$ cat src/rtl/ts_cap_pkg.sv
package ts_cap_pkg;
    localparam int DATA_W   = 32;
    localparam int TIME_W   = 2 * DATA_W;
    localparam int NUM_CH   = 2;
    localparam int N_EVT    = NUM_CH + 1;
    localparam int EVT_PPS  = NUM_CH;
    localparam int ADDR_W   = 3;

    localparam logic [ADDR_W-1:0] A_EVT  = 3'd0;
    localparam logic [ADDR_W-1:0] A_MASK = 3'd1;
    localparam logic [ADDR_W-1:0] A_STAT = 3'd2;
    localparam logic [ADDR_W-1:0] A_LO0  = 3'd4;
    localparam logic [ADDR_W-1:0] A_HI0  = 3'd5;
    localparam logic [ADDR_W-1:0] A_LO1  = 3'd6;
    localparam logic [ADDR_W-1:0] A_HI1  = 3'd7;
endpackage

$ cat src/rtl/ts_trig_sync.sv
module ts_trig_sync #(
    parameter int N = 2
) (
    input  logic         clk,
    input  logic         rst_n,
    input  logic [N-1:0] pin_i,
    output logic [N-1:0] rise_o
);
    typedef struct packed {
        logic [N-1:0] s1;
        logic [N-1:0] s2;
        logic [N-1:0] prev;
    } sync_t;

    sync_t st_d, st_q;

    always_comb begin
        st_d      = st_q;
        st_d.s1   = pin_i;
        st_d.s2   = st_q.s1;
        st_d.prev = st_q.s2;
    end

    always_ff @(posedge clk) begin
        if (!rst_n) st_q <= '0;
        else        st_q <= st_d;
    end

    assign rise_o = st_q.s2 & ~st_q.prev;
endmodule

$ cat src/rtl/ts_cap_store.sv
module ts_cap_store #(
    parameter int FIFO_MODE = 1,
    parameter int DEPTH     = 4,
    parameter int TW        = 64
) (
    input  logic          clk,
    input  logic          rst_n,
    input  logic          cap_i,
    input  logic [TW-1:0] time_i,
    input  logic          pop_i,
    output logic [TW-1:0] head_o,
    output logic          valid_o
);
    generate
        if (FIFO_MODE != 0) begin : g_fifo
            localparam int PTR_W = (DEPTH > 1) ? $clog2(DEPTH) : 1;
            localparam int CNT_W = $clog2(DEPTH + 1);
            localparam logic [PTR_W-1:0] LAST = PTR_W'(DEPTH - 1);
            localparam logic [CNT_W-1:0] FULL = CNT_W'(DEPTH);

            typedef struct packed {
                logic [DEPTH-1:0][TW-1:0] mem;
                logic [PTR_W-1:0]         wr;
                logic [PTR_W-1:0]         rd;
                logic [CNT_W-1:0]         cnt;
            } fifo_t;

            fifo_t f_d, f_q;
            logic  do_push, do_pop;

            always_comb begin
                f_d     = f_q;
                do_push = cap_i && (f_q.cnt != FULL);
                do_pop  = pop_i && (f_q.cnt != '0);
                if (do_push) begin
                    f_d.mem[f_q.wr] = time_i;
                    f_d.wr = (f_q.wr == LAST) ? '0 : f_q.wr + 1'b1;
                end
                if (do_pop) begin
                    f_d.rd = (f_q.rd == LAST) ? '0 : f_q.rd + 1'b1;
                end
                case ({do_push, do_pop})
                    2'b10:   f_d.cnt = f_q.cnt + 1'b1;
                    2'b01:   f_d.cnt = f_q.cnt - 1'b1;
                    default: f_d.cnt = f_q.cnt;
                endcase
            end

            always_ff @(posedge clk) begin
                if (!rst_n) f_q <= '0;
                else        f_q <= f_d;
            end

            assign valid_o = (f_q.cnt != '0);
            assign head_o  = valid_o ? f_q.mem[f_q.rd] : '0;
        end else begin : g_single
            typedef struct packed {
                logic [TW-1:0] ts;
                logic          vld;
            } hold_t;

            hold_t h_d, h_q;

            always_comb begin
                h_d = h_q;
                if (pop_i) h_d.vld = 1'b0;
                if (cap_i) begin
                    h_d.ts  = time_i;
                    h_d.vld = 1'b1;
                end
            end

            always_ff @(posedge clk) begin
                if (!rst_n) h_q <= '0;
                else        h_q <= h_d;
            end

            assign valid_o = h_q.vld;
            assign head_o  = h_q.ts;
        end
    endgenerate
endmodule

$ cat src/rtl/ts_event_ctl.sv
module ts_event_ctl #(
    parameter int N_EVT = 3
) (
    input  logic             clk,
    input  logic             rst_n,
    input  logic [N_EVT-1:0] set_i,
    input  logic             clr_we_i,
    input  logic             mask_we_i,
    input  logic [N_EVT-1:0] wdata_i,
    output logic [N_EVT-1:0] evt_o,
    output logic [N_EVT-1:0] mask_o,
    output logic             irq_o
);
    typedef struct packed {
        logic [N_EVT-1:0] evt;
        logic [N_EVT-1:0] mask;
    } ectl_t;

    ectl_t r_d, r_q;

    always_comb begin
        r_d = r_q;
        if (clr_we_i)  r_d.evt  = r_q.evt & ~wdata_i;
        r_d.evt = r_d.evt | set_i;
        if (mask_we_i) r_d.mask = wdata_i;
    end

    always_ff @(posedge clk) begin
        if (!rst_n) r_q <= '0;
        else        r_q <= r_d;
    end

    assign evt_o  = r_q.evt;
    assign mask_o = r_q.mask;
    assign irq_o  = |(r_q.evt & r_q.mask);
endmodule

$ cat src/rtl/ts_capture_unit.sv
module ts_capture_unit
    import ts_cap_pkg::*;
#(
    parameter int FIFO_MODE  = 1,
    parameter int FIFO_DEPTH = 4
) (
    input  logic              clk,
    input  logic              rst_n,
    input  logic [63:0]       time_i,
    input  logic [1:0]        trig_i,
    input  logic              pps_i,
    input  logic              wr_en_i,
    input  logic              rd_en_i,
    input  logic [2:0]        addr_i,
    input  logic [31:0]       wdata_i,
    output logic [31:0]       rdata_o,
    output logic              irq_o
);
    logic [NUM_CH-1:0]             rise_w;
    logic [NUM_CH-1:0]             valid_w;
    logic [NUM_CH-1:0][TIME_W-1:0] head_w;
    logic [N_EVT-1:0]              evt_w;
    logic [N_EVT-1:0]              mask_w;

    ts_trig_sync #(.N(NUM_CH)) u_sync (
        .clk    (clk),
        .rst_n  (rst_n),
        .pin_i  (trig_i),
        .rise_o (rise_w)
    );

    generate
        for (genvar c = 0; c < NUM_CH; c++) begin : g_ch
            localparam logic [ADDR_W-1:0] HI_ADDR = A_HI0 + ADDR_W'(2 * c);
            logic pop_w;
            assign pop_w = rd_en_i && (addr_i == HI_ADDR);

            ts_cap_store #(
                .FIFO_MODE (FIFO_MODE),
                .DEPTH     (FIFO_DEPTH),
                .TW        (TIME_W)
            ) u_store (
                .clk     (clk),
                .rst_n   (rst_n),
                .cap_i   (rise_w[c]),
                .time_i  (time_i),
                .pop_i   (pop_w),
                .head_o  (head_w[c]),
                .valid_o (valid_w[c])
            );
        end
    endgenerate

    ts_event_ctl #(.N_EVT(N_EVT)) u_evt (
        .clk       (clk),
        .rst_n     (rst_n),
        .set_i     ({pps_i, rise_w}),
        .clr_we_i  (wr_en_i && (addr_i == A_EVT)),
        .mask_we_i (wr_en_i && (addr_i == A_MASK)),
        .wdata_i   (wdata_i[N_EVT-1:0]),
        .evt_o     (evt_w),
        .mask_o    (mask_w),
        .irq_o     (irq_o)
    );

    always_comb begin
        rdata_o = '0;
        case (addr_i)
            A_EVT:   rdata_o[N_EVT-1:0]  = evt_w;
            A_MASK:  rdata_o[N_EVT-1:0]  = mask_w;
            A_STAT:  rdata_o[NUM_CH-1:0] = valid_w;
            A_LO0:   rdata_o = head_w[0][DATA_W-1:0];
            A_HI0:   rdata_o = head_w[0][TIME_W-1:DATA_W];
            A_LO1:   rdata_o = head_w[1][DATA_W-1:0];
            A_HI1:   rdata_o = head_w[1][TIME_W-1:DATA_W];
            default: rdata_o = '0;
        endcase
    end
endmodule


$ cat config.mk
export PLATFORM = sky130hd
export DESIGN_NAME = ts_capture_unit
export DESIGN_NICKNAME = d
export VERILOG_FILES = /design/src/rtl/ts_cap_pkg.sv /design/src/rtl/ts_trig_sync.sv /design/src/rtl/ts_cap_store.sv /design/src/rtl/ts_event_ctl.sv /design/src/rtl/ts_capture_unit.sv
export SDC_FILE = /design/constraint.sdc
export NUM_CORES = 1
export LEC_CHECK = 0
export BUFFER_PORTS_ARGS = -buffer_cell sky130_fd_sc_hd__buf_2
export CAP_MARGIN = 20
export CORE_UTILIZATION = 60
export CTS_CLUSTER_SIZE = 25
export DETAILED_ROUTE_END_ITERATION = 12
export PLACE_DENSITY = 0.75
export SLEW_MARGIN = 20
export SYNTH_ARGS = -nofsm -noshare
export SYNTH_HDL_FRONTEND = slang
export SYNTH_SLANG_ARGS = --single-unit
$ cat constraint.sdc
create_clock -name clk -period 3.4 [get_ports clk]
set_clock_uncertainty 0.15 [all_clocks]
set_input_delay 0.34 -clock clk [delete_from_list [all_inputs] [get_ports clk]]
set_output_delay 0.34 -clock clk [all_outputs]
set_load 0.01 [all_outputs]
# Word-level counts from Yosys, hierarchy flattened
# Index checks and enable logic that the tools add are counted.
# Widths: inputs -> output; s select.
word_totals:
  ff_bits: 538
  inputBits: 106
  output_inout_bits: 33
  elab_cells: 93
op_classes:
  n_addsub: 8
  magnitude_cmp: 6
  eq_ne: 16
  muxes: 22
  n_bitwise: 6
  reduce_logical: 16
op_table:
  columns: ["operator", "count"]
  rows:
  - ["$bwmux 256", 2]
  - ["$mux 64", 6]
  - ["$bmux 64 s2", 2]
  - ["$demux 64 s2", 2]
  - ["$pmux 29 s4", 1]
  - ["$pmux 2 s7", 1]
  - ["$eq 2x2->1 const B", 6]
  - ["$eq 3x3->1 const B", 4]
  - ["$lt 2x3->1 const B", 4]
  - ["$pmux 3 s2", 2]
  - ["$logic_and 1x1->1", 10]
  - ["$add 2x1->2 const B", 4]
  - ["$mux 2", 4]
  - ["$add 3x1->3 const B", 2]
  - ["$and 3x3->3", 2]
  - ["$ne 3x3->1 const B", 2]
  - ["$pmux 1 s6", 1]
  - ["$reduce_bool 3->1", 2]
  - ["$sub 3x1->3 const B", 2]
  - ["$eq 2x1->1 const B", 2]
  - ["$ge 2x1->1 const B", 2]
  - ["$reduce_bool 2->1", 2]
  - ["$eq 3x1->1 const B", 1]
  - ["$eq 3x2->1 const B", 1]
  - ["7 further kinds", 7]

# Longest topological paths before layout
# Gate-level depths: netlist of run 1.
depth:
  depth_word: 5
  ltp_mapped: 11
  depth_no_buf: 9

# Modules after synthesis
# A second synthesis of run 1 with hierarchy kept.
unflattened:
  cells_unflattened: 2328
  area_unflattened_um2: 25544.5
modules_own_cells:
  columns: ["module", "instances", "cells_each", "area_each_um2", "seq_area_each_um2"]
  rows:
  - ["ts_cap_store", 2, 1097, 11989.0, 5265.0]
  - ["ts_capture_unit", 1, 97, 1168.6, 0.0]
  - ["ts_event_ctl", 1, 23, 227.7, 120.1]
  - ["ts_trig_sync", 1, 14, 170.2, 120.1]

# Least setup slack after synthesis of run 1
# Ideal clock, no wire load.
synth_path:
  path_type: "flip-flop to flip-flop"
  start: "reg g_ch[0].u_store.g_fifo.f_q[0] (netlist name)"
  end: "reg g_ch[0].u_store.g_fifo.f_q[2] (netlist name)"
  setup_ns: 0.076
  arrival_time_ns: 2.269
  slack_ns: 0.905
  stages_incl_launch_ff: 11
  path_buffers: 1
  period_less_slack_ns: 2.495
  cell_sequence: "dfxtp_1 or3b_1 buf_4 and2_1 inv_1 ha_1 inv_1 fa_1 xor2_1 or3_1 a21boi_0"
synth_between:
  elab_chain_cells: 4
  word_cells_on_any_way: 10
  cone_classes: "add/sub (2); eq/ne (3); mux (1); reduce/logical (4)"
synth_rtl:
  columns: ["item", "line_no", "text"]
  rows:
  - ["from (decl)", "ts_cap_store.sv:28", "fifo_t f_d, f_q;"]
  - ["from (signal assigned)", "ts_cap_store.sv:50", "if (!rst_n) f_q <= '0;"]
  - ["from (signal assigned)", "ts_cap_store.sv:51", "else f_q <= f_d;"]
  - ["$ne 3x3->1 / $reduce_bool 3->1 (equally long branches)", "ts_cap_store.sv:33, ts_cap_store.sv:34", null]
  - ["$logic_and 1x1->1, on equally long branches", "ts_cap_store.sv:33, ts_cap_store.sv:34", null]
  - ["$eq 2x1->1 / $eq 2x2->1 (equally long branches)", "ts_cap_store.sv:42", "case ({do_push, do_pop})"]
  - ["$pmux 3 s2 / $reduce_bool 2->1 (equally long branches)", null, null]
# Parallel ways exist; a longest one is shown, timed or not.
# A chain may end at the register's enable or synchronous reset.

# Worst setup path in the final report of run 1
layout_path:
  start: "reg g_ch[1].u_store.g_fifo.f_q[3] (netlist name)"
  end: "out rdata_o[1]"
layout_between:
  elab_chain_cells: 4
layout_rtl:
  columns: ["item", "line_no", "text"]
  rows:
  - ["from (decl)", "ts_cap_store.sv:28", null]
  - ["from (signal assigned)", "ts_cap_store.sv:50", null]
  - ["from (signal assigned)", "ts_cap_store.sv:51", null]
  - ["$bmux 64 s2", "ts_cap_store.sv:55", "assign head_o = valid_o ? f_q.mem[f_q.rd] : '0;"]
  - ["$mux 64 (not written as such)", "ts_cap_store.sv:55", null]
  - ["$mux 64", "ts_cap_store.sv:55", null]
  - ["$pmux 2 s7", "ts_capture_unit.sv:68", "case (addr_i)"]
  - ["to (decl)", "ts_capture_unit.sv:16", "output logic [31:0] rdata_o,"]
# Every way passes these cells. The select of a mux whose other input is x is not followed.

==> results.md, run 1 <==
| Result | Reported | Unit |
| --- | --- | --- |
| Result of the run | completed | - |
| Number of enable-type register cells in the synthesized netlist | 0 | - |
| Gate count after technology mapping | 2717 | - |
| Remaining global-route overflow | 0 | - |
| Layout cell share with drive strength beyond 1 | 14.5 | % |
| Final-stage net count | 2838 | - |
| Port-buffer cells | 109 | - |
| Setup repair after global routing missed its margin | no | - |
| Transition at the pin with the smallest max-transition slack | 1.03 | ns |
| Clock Pin Slew Worst Setup and Hold Paths | 0.06 | ns |
| Fraction of the mapped netlist area in compound gates | 18.8 | % |
| Post-synth design cell area | 24800 | µm² |
| Clock buffer count from CTS | 55 | - |
| Post CTS Setup Buffer Count | 0 | - |
| R2r worst-path depth | 9 | - |
| Area inside the core boundary | 40800 | µm² |
| Type of element capturing the critical path | output port | - |
| Via density per instance | 6.07 | - |
| Class of the worst hold path | primary input to flop | - |
| Worst stage delay on the critical path | 0.71 | ns |
| Layout overhead on the synthesized area | 10.9 | % |
| Hold_sp | rst_n | - |
| Endpoint arrival time on the critical path | 2.78 | ns |
| List of cells traversed by the critical path | buf_12 > mux4_2 > a22oi_1 > o221ai_1 > buf_2 | - |
| Post-synthesis sequential element count | 538 | - |
| Count of synthesis-stage warnings from yosys | 0 | - |
| Worst supply voltage drop on vdd | 0.413 | mV |
| Min cycle time layout | 3.27 | ns |
| Area share of and/or/nand/nor cells after synthesis | 17.4 | % |
| Most used flip-flop cell after synthesis | sky130_fd_sc_hd__dfxtp_1 | - |
| Count of maximum capacitance violations | 0 | - |
| Highest achievable clock rate | 0.306 | GHz |
| Largest family of logic cells by synthesized area | compound AO/OA/AOI/OAI gates | - |
| Number of distinct library cells after synthesis | 38 | - |
| Post-Synth XOR/XNOR Area | 0.141 | % |
| Setup Total Neg Slack | 0 | ns |
| Crit path launch type | flop | - |
| Largest delay contributor family on the critical path | flip-flops | - |
| Setup ws final | 0.128 | ns |
| Hold endpoint | g_ch[1].u_store.g_fifo.f_q[171] | - |
| Adder and majority cell fraction of the synthesized area | 0.767 | % |
| Hold path depth | 2 | - |
| CTS tree | done | - |
| Multiplexer area fraction after synthesis | 12.1 | % |
| Pins over their slew limit | 0 | - |
| Final setup violation count | 0 | - |
| Area of the die | 42200 | µm² |
| Type of the worst setup path | flop to output port | - |
| Share of the synthesized area in the top cell type | 43.4 | % |
| DRC violations left | 0 | - |
| Portion of the post-synthesis area used by sequential elements | 43.4 | % |
| Std cell rows | 74 | - |
| Syn Area/Cell | 9.13 | µm² |
| Via Count | 19993 | - |
| CTS Root Cell | sky130_fd_sc_hd__clkbuf_16 | - |
| Final clock period utilization by the worst path | 96.2 | % |
| Die X | 205 | µm |
| Pre-Repair DR Iteration Count | 5 | - |
| HPWL Detailed | 39600 | µm |
| Number of fill cells in the layout | 3187 | - |
| Drt initial violations | 1717 | - |
| Buffer levels on the longest clock path | 3 | - |
| Terminus of the critical flop-to-flop path | g_ch[1].u_store.g_fifo.f_q[2] | - |
| Initial cell density of the core | 60.8 | % |
| H-tree levels | 2 | - |
| Pwr Total | 13.2 | mW |
| Slew headroom | 31.3 | % |
| Main area contributors after synthesis | sky130_fd_sc_hd__dfxtp_1 (43%), sky130_fd_sc_hd__nand2_1 (16%), sky130_fd_sc_hd__a21boi_1 (14%) | - |
| Total Routed Length | 69300 | µm |
| Setup slack of the worst register-to-register path | 0.64 | ns |
| Hold Worst Slack | 0.0758 | ns |
| Total nets after synthesis | 2837 | - |
| Hold Fails Final Rpt | 0 | - |
| Data required time at the worst endpoint | 2.91 | ns |
| Critical R2R Launch | g_ch[1].u_store.g_fifo.f_q[2] | - |
| Total stage count of the critical path | 5 | - |
| Clock latency on the worst-skew pair | 0.60 | ns |
| Slowest stage cell on the critical path | sky130_fd_sc_hd__dfxtp_4 | - |
| Initial antenna violation count | 5 | - |
| Biggest fanout along the worst timing path | 25 | - |
| Proportion of register bits with asynchronous set or reset after synthesis | 0 | % |
| Die Y-Extent | 205 | µm |
| Count of buffer and inverter cells on the critical path | 2 | - |
| Routed wire per std cell | 21.0 | µm |
| Pin count of the biggest net entering global routing | 159 | - |
| Worst setup slack after placement | 0.659 | ns |
| Power density relative to cell area | 479 | nW/µm² |
| Post-route antenna net violation count | 0 | - |
| Standby leakage power | 9.16 | nW |
| Num ports | 139 | - |
| Total GRT Usage | 33.3 | % |
| Biggest area consumer among synthesized cells | sky130_fd_sc_hd__dfxtp_1 | - |
| Placed Instances | 3122 | - |
| Non-filler cells, final | 3295 | - |
| Global-route wire length before repair | 109000 | µm |
| Total clock sinks | 538 | - |
| Number of global-route vias before repair | 20031 | - |
| Final GP Congestion | 0.785 | - |
## worst max-delay path by stage
stage	start	to	slack [ns]
finish	g_ch[1].u_store.g_fifo.f_q[3]	rdata_o[1]	0.13
detailed placement	addr_i[0]	g_ch[1].u_store.g_fifo.f_q[2]	0.66
CTS	g_ch[1].u_store.g_fifo.f_q[3]	rdata_o[1]	0.09
global route	g_ch[1].u_store.g_fifo.f_q[3]	rdata_o[14]	0.01
floorplan	g_ch[0].u_store.g_fifo.f_q[0]	g_ch[0].u_store.g_fifo.f_q[2]	0.91
global placement	addr_i[0]	g_ch[1].u_store.g_fifo.f_q[2]	0.68
## per-stage QoR
step / cell area [µm²] / utilization (%)
after floorplan: 24800 / -
after global placement: 25000 / 61.2
after detailed placement: 25000 / 61.2
after CTS: 27500 / 67.3
after global routing: 27500 / 67.4
final: 27500 / 67.4
## flip-flops by register name, indices dropped and copies added, names as in the netlist
signal	count
g_ch.u_store.g_fifo.f_q	526
u_sync.st_d	4
u_evt.evt_o	3
u_evt.mask_o	3
u_sync.st_q	2
## per-layer routing
metal / GRT usage [%] / wire length, µm / part of all wire (%)
met5: 0 / 0 / 0
met4: 11.7 / 1990 / 2.9
met3: 5.64 / 5980 / 8.6
met2: 56.8 / 33900 / 49
met1: 42.6 / 27400 / 40
## cell type report
class | count | area (µm²) | area share [%]
Sequential cell | 538 | 10800 | 39.2
Inverter | 13 | 48.8 | 0.177
Multi-Input combinational cell | 1880 | 12300 | 44.7
Timing Repair Buffer | 230 | 1900 | 6.92
Antenna cell | 5 | 12.5 | 0.0455
Tap cell | 532 | 666 | 2.42
Clock inverter | 6 | 58.8 | 0.214
Clock buffer | 91 | 1720 | 6.27
## synthesized netlist by cell type (17+ instances only)
cell	number
sky130_fd_sc_hd__buf_4	53
sky130_fd_sc_hd__nor2b_1	17
sky130_fd_sc_hd__buf_1	67
sky130_fd_sc_hd__dfxtp_1	538
sky130_fd_sc_hd__buf_2	19
sky130_fd_sc_hd__a22oi_1	63
sky130_fd_sc_hd__o22ai_1	29
sky130_fd_sc_hd__clkbuf_1	84
sky130_fd_sc_hd__a21boi_1	472
sky130_fd_sc_hd__nand2_1	1030
sky130_fd_sc_hd__mux4_2	128
sky130_fd_sc_hd__buf_6	63
sky130_fd_sc_hd__a21boi_0	34
## logic make-up after synthesis
kind of cell             Yosys count
AO/OA/AOI/OAI                    623
XOR/XNOR                           4
adder cells (fa/ha/maj)           14
buffers and inverters            299
flip-flops                       538
multiplexers                     141
AND/OR/NAND/NOR                 1098
## power breakdown
group          switching, mW  internal [mW]  leakage (nW)  total, mW
Sequential            0.0429           6.38          4.35       6.42
Combinational          0.449          0.337          3.94      0.786
Clock                   2.47           3.50         0.879       5.98
## what timing repair did
item | CTS | global route
gates resized for setup | 0 | 0
hold endpoints to repair | 520 | 0
hold buffers | 71 | 0
## cells in the final DEF, fill, tap and decap left out, types with 3 or more instances in the layout
master / synthesis / layout
sky130_fd_sc_hd__a21boi_0: 34 / 34
sky130_fd_sc_hd__a21boi_1: 472 / 472
sky130_fd_sc_hd__a21boi_2: 8 / 8
sky130_fd_sc_hd__a21oi_1: 5 / 5
sky130_fd_sc_hd__a22oi_1: 63 / 63
sky130_fd_sc_hd__and2_1: 12 / 12
sky130_fd_sc_hd__and3_2: 0 / 8
sky130_fd_sc_hd__and3b_1: 4 / 3
sky130_fd_sc_hd__buf_12: 0 / 21
sky130_fd_sc_hd__buf_2: 19 / 108
sky130_fd_sc_hd__buf_4: 53 / 29
sky130_fd_sc_hd__clkbuf_1: 84 / 17
sky130_fd_sc_hd__clkbuf_16: 0 / 57
sky130_fd_sc_hd__clkbuf_8: 0 / 17
sky130_fd_sc_hd__clkinv_2: 0 / 4
sky130_fd_sc_hd__dfxtp_1: 538 / 534
sky130_fd_sc_hd__dfxtp_4: 0 / 4
sky130_fd_sc_hd__diode_2: 0 / 5
sky130_fd_sc_hd__dlygate4sd3_1: 0 / 71
sky130_fd_sc_hd__ha_1: 12 / 12
sky130_fd_sc_hd__inv_1: 13 / 13
sky130_fd_sc_hd__mux2i_1: 13 / 13
sky130_fd_sc_hd__mux4_2: 128 / 128
sky130_fd_sc_hd__nand2_1: 1030 / 1030
sky130_fd_sc_hd__nand3_4: 0 / 8
sky130_fd_sc_hd__nor2_1: 7 / 6
sky130_fd_sc_hd__nor2b_1: 17 / 17
sky130_fd_sc_hd__nor3_1: 3 / 3
sky130_fd_sc_hd__o21ai_0: 4 / 4
sky130_fd_sc_hd__o22ai_1: 29 / 29
sky130_fd_sc_hd__or3_1: 3 / 3
Power figures use the tool's default switching activity.
==> run 2, diff against run 1 <==
--- a/config.mk
+++ b/config.mk
@@ -7,10 +7,12 @@
 export LEC_CHECK = 0
 export BUFFER_PORTS_ARGS = -buffer_cell sky130_fd_sc_hd__buf_2
 export CAP_MARGIN = 20
-export CORE_UTILIZATION = 60
+export CORE_MARGIN = 1
+export CORE_UTILIZATION = 61
 export CTS_CLUSTER_SIZE = 25
 export DETAILED_ROUTE_END_ITERATION = 12
-export PLACE_DENSITY = 0.75
+export PLACE_DENSITY = 0.76
+export SETUP_SLACK_MARGIN = 0.3
 export SLEW_MARGIN = 20
 export SYNTH_ARGS = -nofsm -noshare
 export SYNTH_HDL_FRONTEND = slang
==> run 2 against run 1 <==
Net effect: total power rose by 1.1%; first-iteration DRC count rose by 32%; non-clock buffer count rose by 7; clock power rose by 2%.
==> results.md, run 2 (synthesis gave the netlist of run 1 again) <==
| Result | Reported | Unit |
| --- | --- | --- |
| Total Routed Length | 70100 | µm |
| Number of fill cells in the layout | 3060 | - |
| Worst supply voltage drop on vdd | 0.384 | mV |
| Pwr Total | 13.3 | mW |
| DRC violations left | 0 | - |
| Utilization after layout | 69.3 | % |
| Result of the run | completed | - |
| Number of flip-flops under the largest register name | 526 | - |
| Remaining global-route overflow | 0 | - |
| Final clock period utilization by the worst path | 89.3 | % |
| Final setup violation count | 0 | - |
| Setup repair after global routing missed its margin | no | - |
| Most common cell after layout, fill and taps aside | sky130_fd_sc_hd__nand2_1 | - |
| Leading cell types in the layout, fill and taps excluded | sky130_fd_sc_hd__nand2_1 (1030), sky130_fd_sc_hd__dfxtp_1 (534), sky130_fd_sc_hd__a21boi_1 (472), sky130_fd_sc_hd__mux4_2 (128), sky130_fd_sc_hd__buf_2 (108) | - |
| Pre-Repair DR Iteration Count | 6 | - |
| Via Count | 20143 | - |
| Initial antenna violation count | 4 | - |
| Hold Fails Final Rpt | 0 | - |
| Cell area after placement | 25000 | µm² |
| Via density per instance | 6.11 | - |
| Clock Pin Slew Worst Setup and Hold Paths | 0.06 | ns |
| HPWL Detailed | 38900 | µm |
| Min cycle time layout | 3.03 | ns |
| Data required time at the worst endpoint | 2.91 | ns |
| Biggest fanout along the worst timing path | 32 | - |
| Clock buffer count from CTS | 55 | - |
| Std cell rows | 73 | - |
| Drt initial violations | 2266 | - |
| Highest achievable clock rate | 0.330 | GHz |
| Port-buffer cells | 109 | - |
| Setup Total Neg Slack | 0 | ns |
| Clock latency on the worst-skew pair | 0.61 | ns |
| Area of the die | 41500 | µm² |
| Global-route wire length before repair | 110000 | µm |
| CTS tree | done | - |
| Post-route antenna net violation count | 0 | - |
| Register name with the most flops | g_ch.u_store.g_fifo.f_q | - |
| Pin count of the biggest net entering global routing | 160 | - |
| Class of the worst hold path | primary input to flop | - |
| Buffer levels on the longest clock path | 3 | - |
| Power density relative to cell area | 481 | nW/µm² |
| Total clock sinks | 538 | - |
| Transition at the pin with the smallest max-transition slack | 1.06 | ns |
| Initial cell density of the core | 62.1 | % |
| Crit path launch type | flop | - |
| Count of maximum capacitance violations | 0 | - |
| Layout cell share with drive strength beyond 1 | 15.0 | % |
| Hold path depth | 5 | - |
| Type of element capturing the critical path | output port | - |
| Total GRT Usage | 34.0 | % |
| Die X | 204 | µm |
| Final-stage net count | 2845 | - |
| Number of global-route vias before repair | 20241 | - |
| Layout Cell Area excl Fill | 27700 | µm² |
| Area inside the core boundary | 39900 | µm² |
| Worst setup slack after placement | 0.582 | ns |
| Num ports | 139 | - |
| Endpoint arrival time on the critical path | 2.54 | ns |
| Final GP Congestion | 0.779 | - |
| Routed wire per std cell | 21.3 | µm |
| R2r worst-path depth | 9 | - |
| Slew headroom | 29.0 | % |
| Setup ws final | 0.365 | ns |
| H-tree levels | 2 | - |
| CTS Root Cell | sky130_fd_sc_hd__clkbuf_16 | - |
| Type of the worst setup path | flop to output port | - |
| Layout overhead on the synthesized area | 11.6 | % |
| Pins over their slew limit | 0 | - |
| Standby leakage power | 9.25 | nW |
| Die Y-Extent | 204 | µm |
## run 2: cell count changes in the layout (fill, tap and decap cells not counted), sizes merged
cell / before / now
buf: 159 / 165
clkinv: 4 / 10
clkbuf: 91 / 86
bufinv: 1 / 2
clkinvlp: 0 / 1
## run 2: path summary, 6_finish.rpt
check / from / endpoint / slack [ns]
min: wr_en_i / u_evt.evt_o[0] / 0.14
max reg2reg: g_ch[1].u_store.g_fifo.f_q[2] / g_ch[1].u_store.g_fifo.f_q[2] / 0.55
min reg2reg: u_sync.st_d[2] / u_sync.st_d[0] / 0.28
max: g_ch[0].u_store.g_fifo.f_q[4] / rdata_o[23] / 0.37
## run 2: power by group
group / total (mW) / internal, mW / switching [mW]
combinational: 0.792 / 0.339 / 0.453
clock: 6.12 / 3.60 / 2.52
sequential: 6.42 / 6.37 / 0.0411
total: 13.3 / 10.3 / 3.02
## run 2: stage by stage
| stage | hold WS [ns] | std cells |
|---|---|---|
| global route | 0.140 | 3294 |
| finish | 0.143 | 3297 |
| global placement | 0.268 | 3110 |
| floorplan | 0.262 | 2717 |
| CTS | 0.0941 | 3288 |
| detailed placement | 0.272 | 3110 |
## run 2: metal layers
metal  wire length, µm  up-vias  track usage [%]
met2             33600      968             57.2
li1                  -     9139                -
met4              2630        0             14.3
met1             26900     9836             42.3
met5                 0        -                0
met3              6930      200             7.19
## run 2: layout make-up
type,instances,area [µm²],area share [%]
diodes,5,12.5,0.0452
clock buffers,85,1710,6.18
inverters,13,48.8,0.176
well taps,525,657,2.37
multi-input cells,1880,12300,44.5
flip-flops and latches,538,10800,39.0
repair buffers,237,2020,7.31
clock inverters,14,129,0.466
## run 2: critical path, stage by stage (launching register included)
cell                      delay (ns)
sky130_fd_sc_hd__dfxtp_4        0.66
sky130_fd_sc_hd__buf_12         0.30
sky130_fd_sc_hd__mux4_2         0.38
sky130_fd_sc_hd__a22oi_1        0.21
sky130_fd_sc_hd__o22ai_1        0.16
sky130_fd_sc_hd__buf_2          0.19
## run 2: repair_timing
item / CTS / global route
gates resized for setup: 0 / 3
setup buffers: 8 / 3
endpoints found under the hold margin: 520 / 0
hold buffers: 71 / 0
endpoints found under the setup margin: 31 / 15
pin swaps: 1 / 0
gates cloned: 0 / 1
==> run 3, diff against run 2 <==
--- a/config.mk
+++ b/config.mk
@@ -5,7 +5,7 @@
 export SDC_FILE = /design/constraint.sdc
 export NUM_CORES = 1
 export LEC_CHECK = 0
-export BUFFER_PORTS_ARGS = -buffer_cell sky130_fd_sc_hd__buf_2
+export BUFFER_PORTS_ARGS = -buffer_cell sky130_fd_sc_hd__buf_4
 export CAP_MARGIN = 20
 export CORE_MARGIN = 1
 export CORE_UTILIZATION = 61
==> run 3 against run 2 <==
Net effect: cell area is 0.83% higher; utilization is 0.58 points higher; first-iteration DRC count shrank 8.9%; final cell count shrank 0.21%; critical path depth stayed put; global-route usage is 0.35 points higher; non-clock buffer count down 6; worst hold slack worse by 0.055 ns; via count about the same; wire length rose by 0.50%; maximum frequency down 0.40%; sequential share of layout area shrank 0.32 points; largest cell class unchanged.
==> results.md, run 3 (synthesis gave the netlist of run 1 again) <==
| Result | Reported | Unit |
| --- | --- | --- |
| Hold path depth | 5 | - |
| Post-route antenna net violation count | 0 | - |
| Count of maximum capacitance violations | 0 | - |
| Worst setup path startpoint | g_ch[0].u_store.g_fifo.f_q[3] | - |
| CTS tree | done | - |
| Share of power burned in the clock network | 46.2 | % |
| Switching share of power | 22.4 | % |
| Layout cell share with drive strength beyond 1 | 14.8 | % |
| Hold_sp | addr_i[2] | - |
| Initial antenna violation count | 2 | - |
| Worst stage delay on the critical path | 0.55 | ns |
| Number of global-route vias before repair | 20360 | - |
| Via Count | 20129 | - |
| Buffer levels on the longest clock path | 3 | - |
| Area inside the core boundary | 39900 | µm² |
| Count of buffer and inverter cells on the critical path | 2 | - |
| Initial cell density of the core | 62.1 | % |
| Slew headroom | 28.1 | % |
| Num ports | 139 | - |
| Seq pwr share | 47.7 | % |
| Net Switching | 3.01 | mW |
| Leading cell types in the layout, fill and taps excluded | sky130_fd_sc_hd__nand2_1 (1030), sky130_fd_sc_hd__dfxtp_1 (534), sky130_fd_sc_hd__a21boi_1 (472), sky130_fd_sc_hd__buf_4 (134), sky130_fd_sc_hd__mux4_2 (128) | - |
| Final GP Congestion | 0.788 | - |
| Slowest stage cell on the critical path | sky130_fd_sc_hd__mux4_2 | - |
| Drt initial violations | 2064 | - |
| Cell-internal power | 10.4 | mW |
| Data required time at the worst endpoint | 2.91 | ns |
| Power density relative to cell area | 482 | nW/µm² |
| Die Y-Extent | 204 | µm |
| DRC violations left | 0 | - |
| Terminus of the critical flop-to-flop path | g_ch[1].u_store.g_fifo.f_q[2] | - |
| R2r worst-path depth | 9 | - |
| Remaining global-route overflow | 0 | - |
| Die X | 204 | µm |
| Area of the die | 41500 | µm² |
| Placed Instances | 3110 | - |
| Worst supply voltage drop on vdd | 0.419 | mV |
| Most common cell after layout, fill and taps aside | sky130_fd_sc_hd__nand2_1 | - |
| Clock latency on the worst-skew pair | 0.60 | ns |
| Number of flip-flops under the largest register name | 526 | - |
| Hold Fails Final Rpt | 0 | - |
| Pins over their slew limit | 0 | - |
| Clock buffer count from CTS | 54 | - |
| H-tree levels | 2 | - |
| Pre-Repair DR Iteration Count | 6 | - |
| Highest achievable clock rate | 0.328 | GHz |
| Final clock period utilization by the worst path | 89.6 | % |
| Non-filler cells, final | 3290 | - |
| Standby leakage power | 9.29 | nW |
| Final setup violation count | 0 | - |
| Crit path launch type | flop | - |
| Min cycle time layout | 3.05 | ns |
| CTS Root Cell | sky130_fd_sc_hd__clkbuf_16 | - |
| Critical R2R Launch | g_ch[1].u_store.g_fifo.f_q[2] | - |
| Critical Path Most Common Cell | sky130_fd_sc_hd__buf_4 | - |
| Register name with the most flops | g_ch.u_store.g_fifo.f_q | - |
| Setup repair after global routing missed its margin | yes | - |
| Class of the worst hold path | primary input to flop | - |
| Routed wire per std cell | 21.4 | µm |
| Hold endpoint | u_evt.evt_o[0] | - |
| List of cells traversed by the critical path | buf_4 > mux4_2 > a22oi_1 > o22ai_1 > buf_4 | - |
| Global-route wire length before repair | 111000 | µm |
| Combinational share of power | 6.1 | % |
| Total clock sinks | 538 | - |
| Total GRT Usage | 34.4 | % |
| Std cell rows | 73 | - |
| Hold Worst Slack | 0.0886 | ns |
| Port-buffer cells | 109 | - |
| Final-stage net count | 2838 | - |
| Transition at the pin with the smallest max-transition slack | 1.08 | ns |
| Type of element capturing the critical path | output port | - |
| Pin count of the biggest net entering global routing | 158 | - |
| Setup Total Neg Slack | 0 | ns |
| HPWL Detailed | 38100 | µm |
| Total Routed Length | 70400 | µm |
| Type of the worst setup path | flop to output port | - |
| Endpoint arrival time on the critical path | 2.56 | ns |
| Result of the run | completed | - |
| Biggest fanout along the worst timing path | 11 | - |
| Clock Pin Slew Worst Setup and Hold Paths | 0.06 | ns |
| Via density per instance | 6.12 | - |
| Pwr Total | 13.4 | mW |
| Layout overhead on the synthesized area | 12.5 | % |
| Setup slack of the worst register-to-register path | 0.51 | ns |
| Largest delay contributor family on the critical path | multiplexers | - |
run 3: final cells by class:
type | instances | area, µm²
diodes | 4 | 10.0
repair buffers | 231 | 2240
inverters | 13 | 48.8
flip-flops and latches | 538 | 10800
fillers | 2959 | 12000
clock inverters | 19 | 253
well taps | 525 | 657
clock buffers | 80 | 1600
multi-input cells | 1880 | 12300
run 3: worst max path at each step:
stage | endpoint | depth (start not counted) | slack (ns)
after global routing | rdata_o[22] | 5 | 0.26
after global placement | g_ch[1].u_store.g_fifo.f_q[2] | 9 | 0.64
final | rdata_o[30] | 5 | 0.35
after CTS | rdata_o[8] | 5 | 0.32
after floorplan | g_ch[0].u_store.g_fifo.f_q[2] | 10 | 0.91
after detailed placement | g_ch[1].u_store.g_fifo.f_q[2] | 9 | 0.58
run 3: worst min-delay path, stage by stage:
cell                      delay [ns]
sky130_fd_sc_hd__buf_4          0.15
sky130_fd_sc_hd__nor4b_1        0.09
sky130_fd_sc_hd__nand2_1        0.07
sky130_fd_sc_hd__a21oi_1        0.06
sky130_fd_sc_hd__nor2b_1        0.09
run 3: stage by stage:
step	util, %	setup slack [ns]	cell area, µm²
final	69.9	0.353	27900
after CTS	69.8	0.323	27900
after detailed placement	63.2	0.579	25200
after global routing	69.9	0.259	27900
after global placement	63.2	0.643	25200
after floorplan	-	0.905	24800
run 3: timing repair:
item / CTS / global route
hold endpoints to repair: 520 / 0
setup buffers: 5 / 0
gates resized for setup: 1 / 2
pin swaps: 0 / 0
gates cloned: 0 / 1
hold buffers: 71 / 0
endpoints found under the setup margin: 25 / 11
run 3: power groups by stage:
stage	Combinational, mW	Sequential, mW	Clock, mW
finish	0.820	6.42	6.21
global route	0.868	6.42	6.53
CTS	0.804	6.41	6.27
detailed placement	0.724	6.56	0
global placement	0.705	6.55	0
floorplan	0.516	6.54	0
run 3: layer usage:
layer  track usage, %  part of all wire [%]  vias up
met5                0                     0        -
met4             12.2                   3.0        0
met3             6.97                   9.9      179
met2             57.0                    48      965
met1             44.5                    39     9858
li1                 -                     -     9127
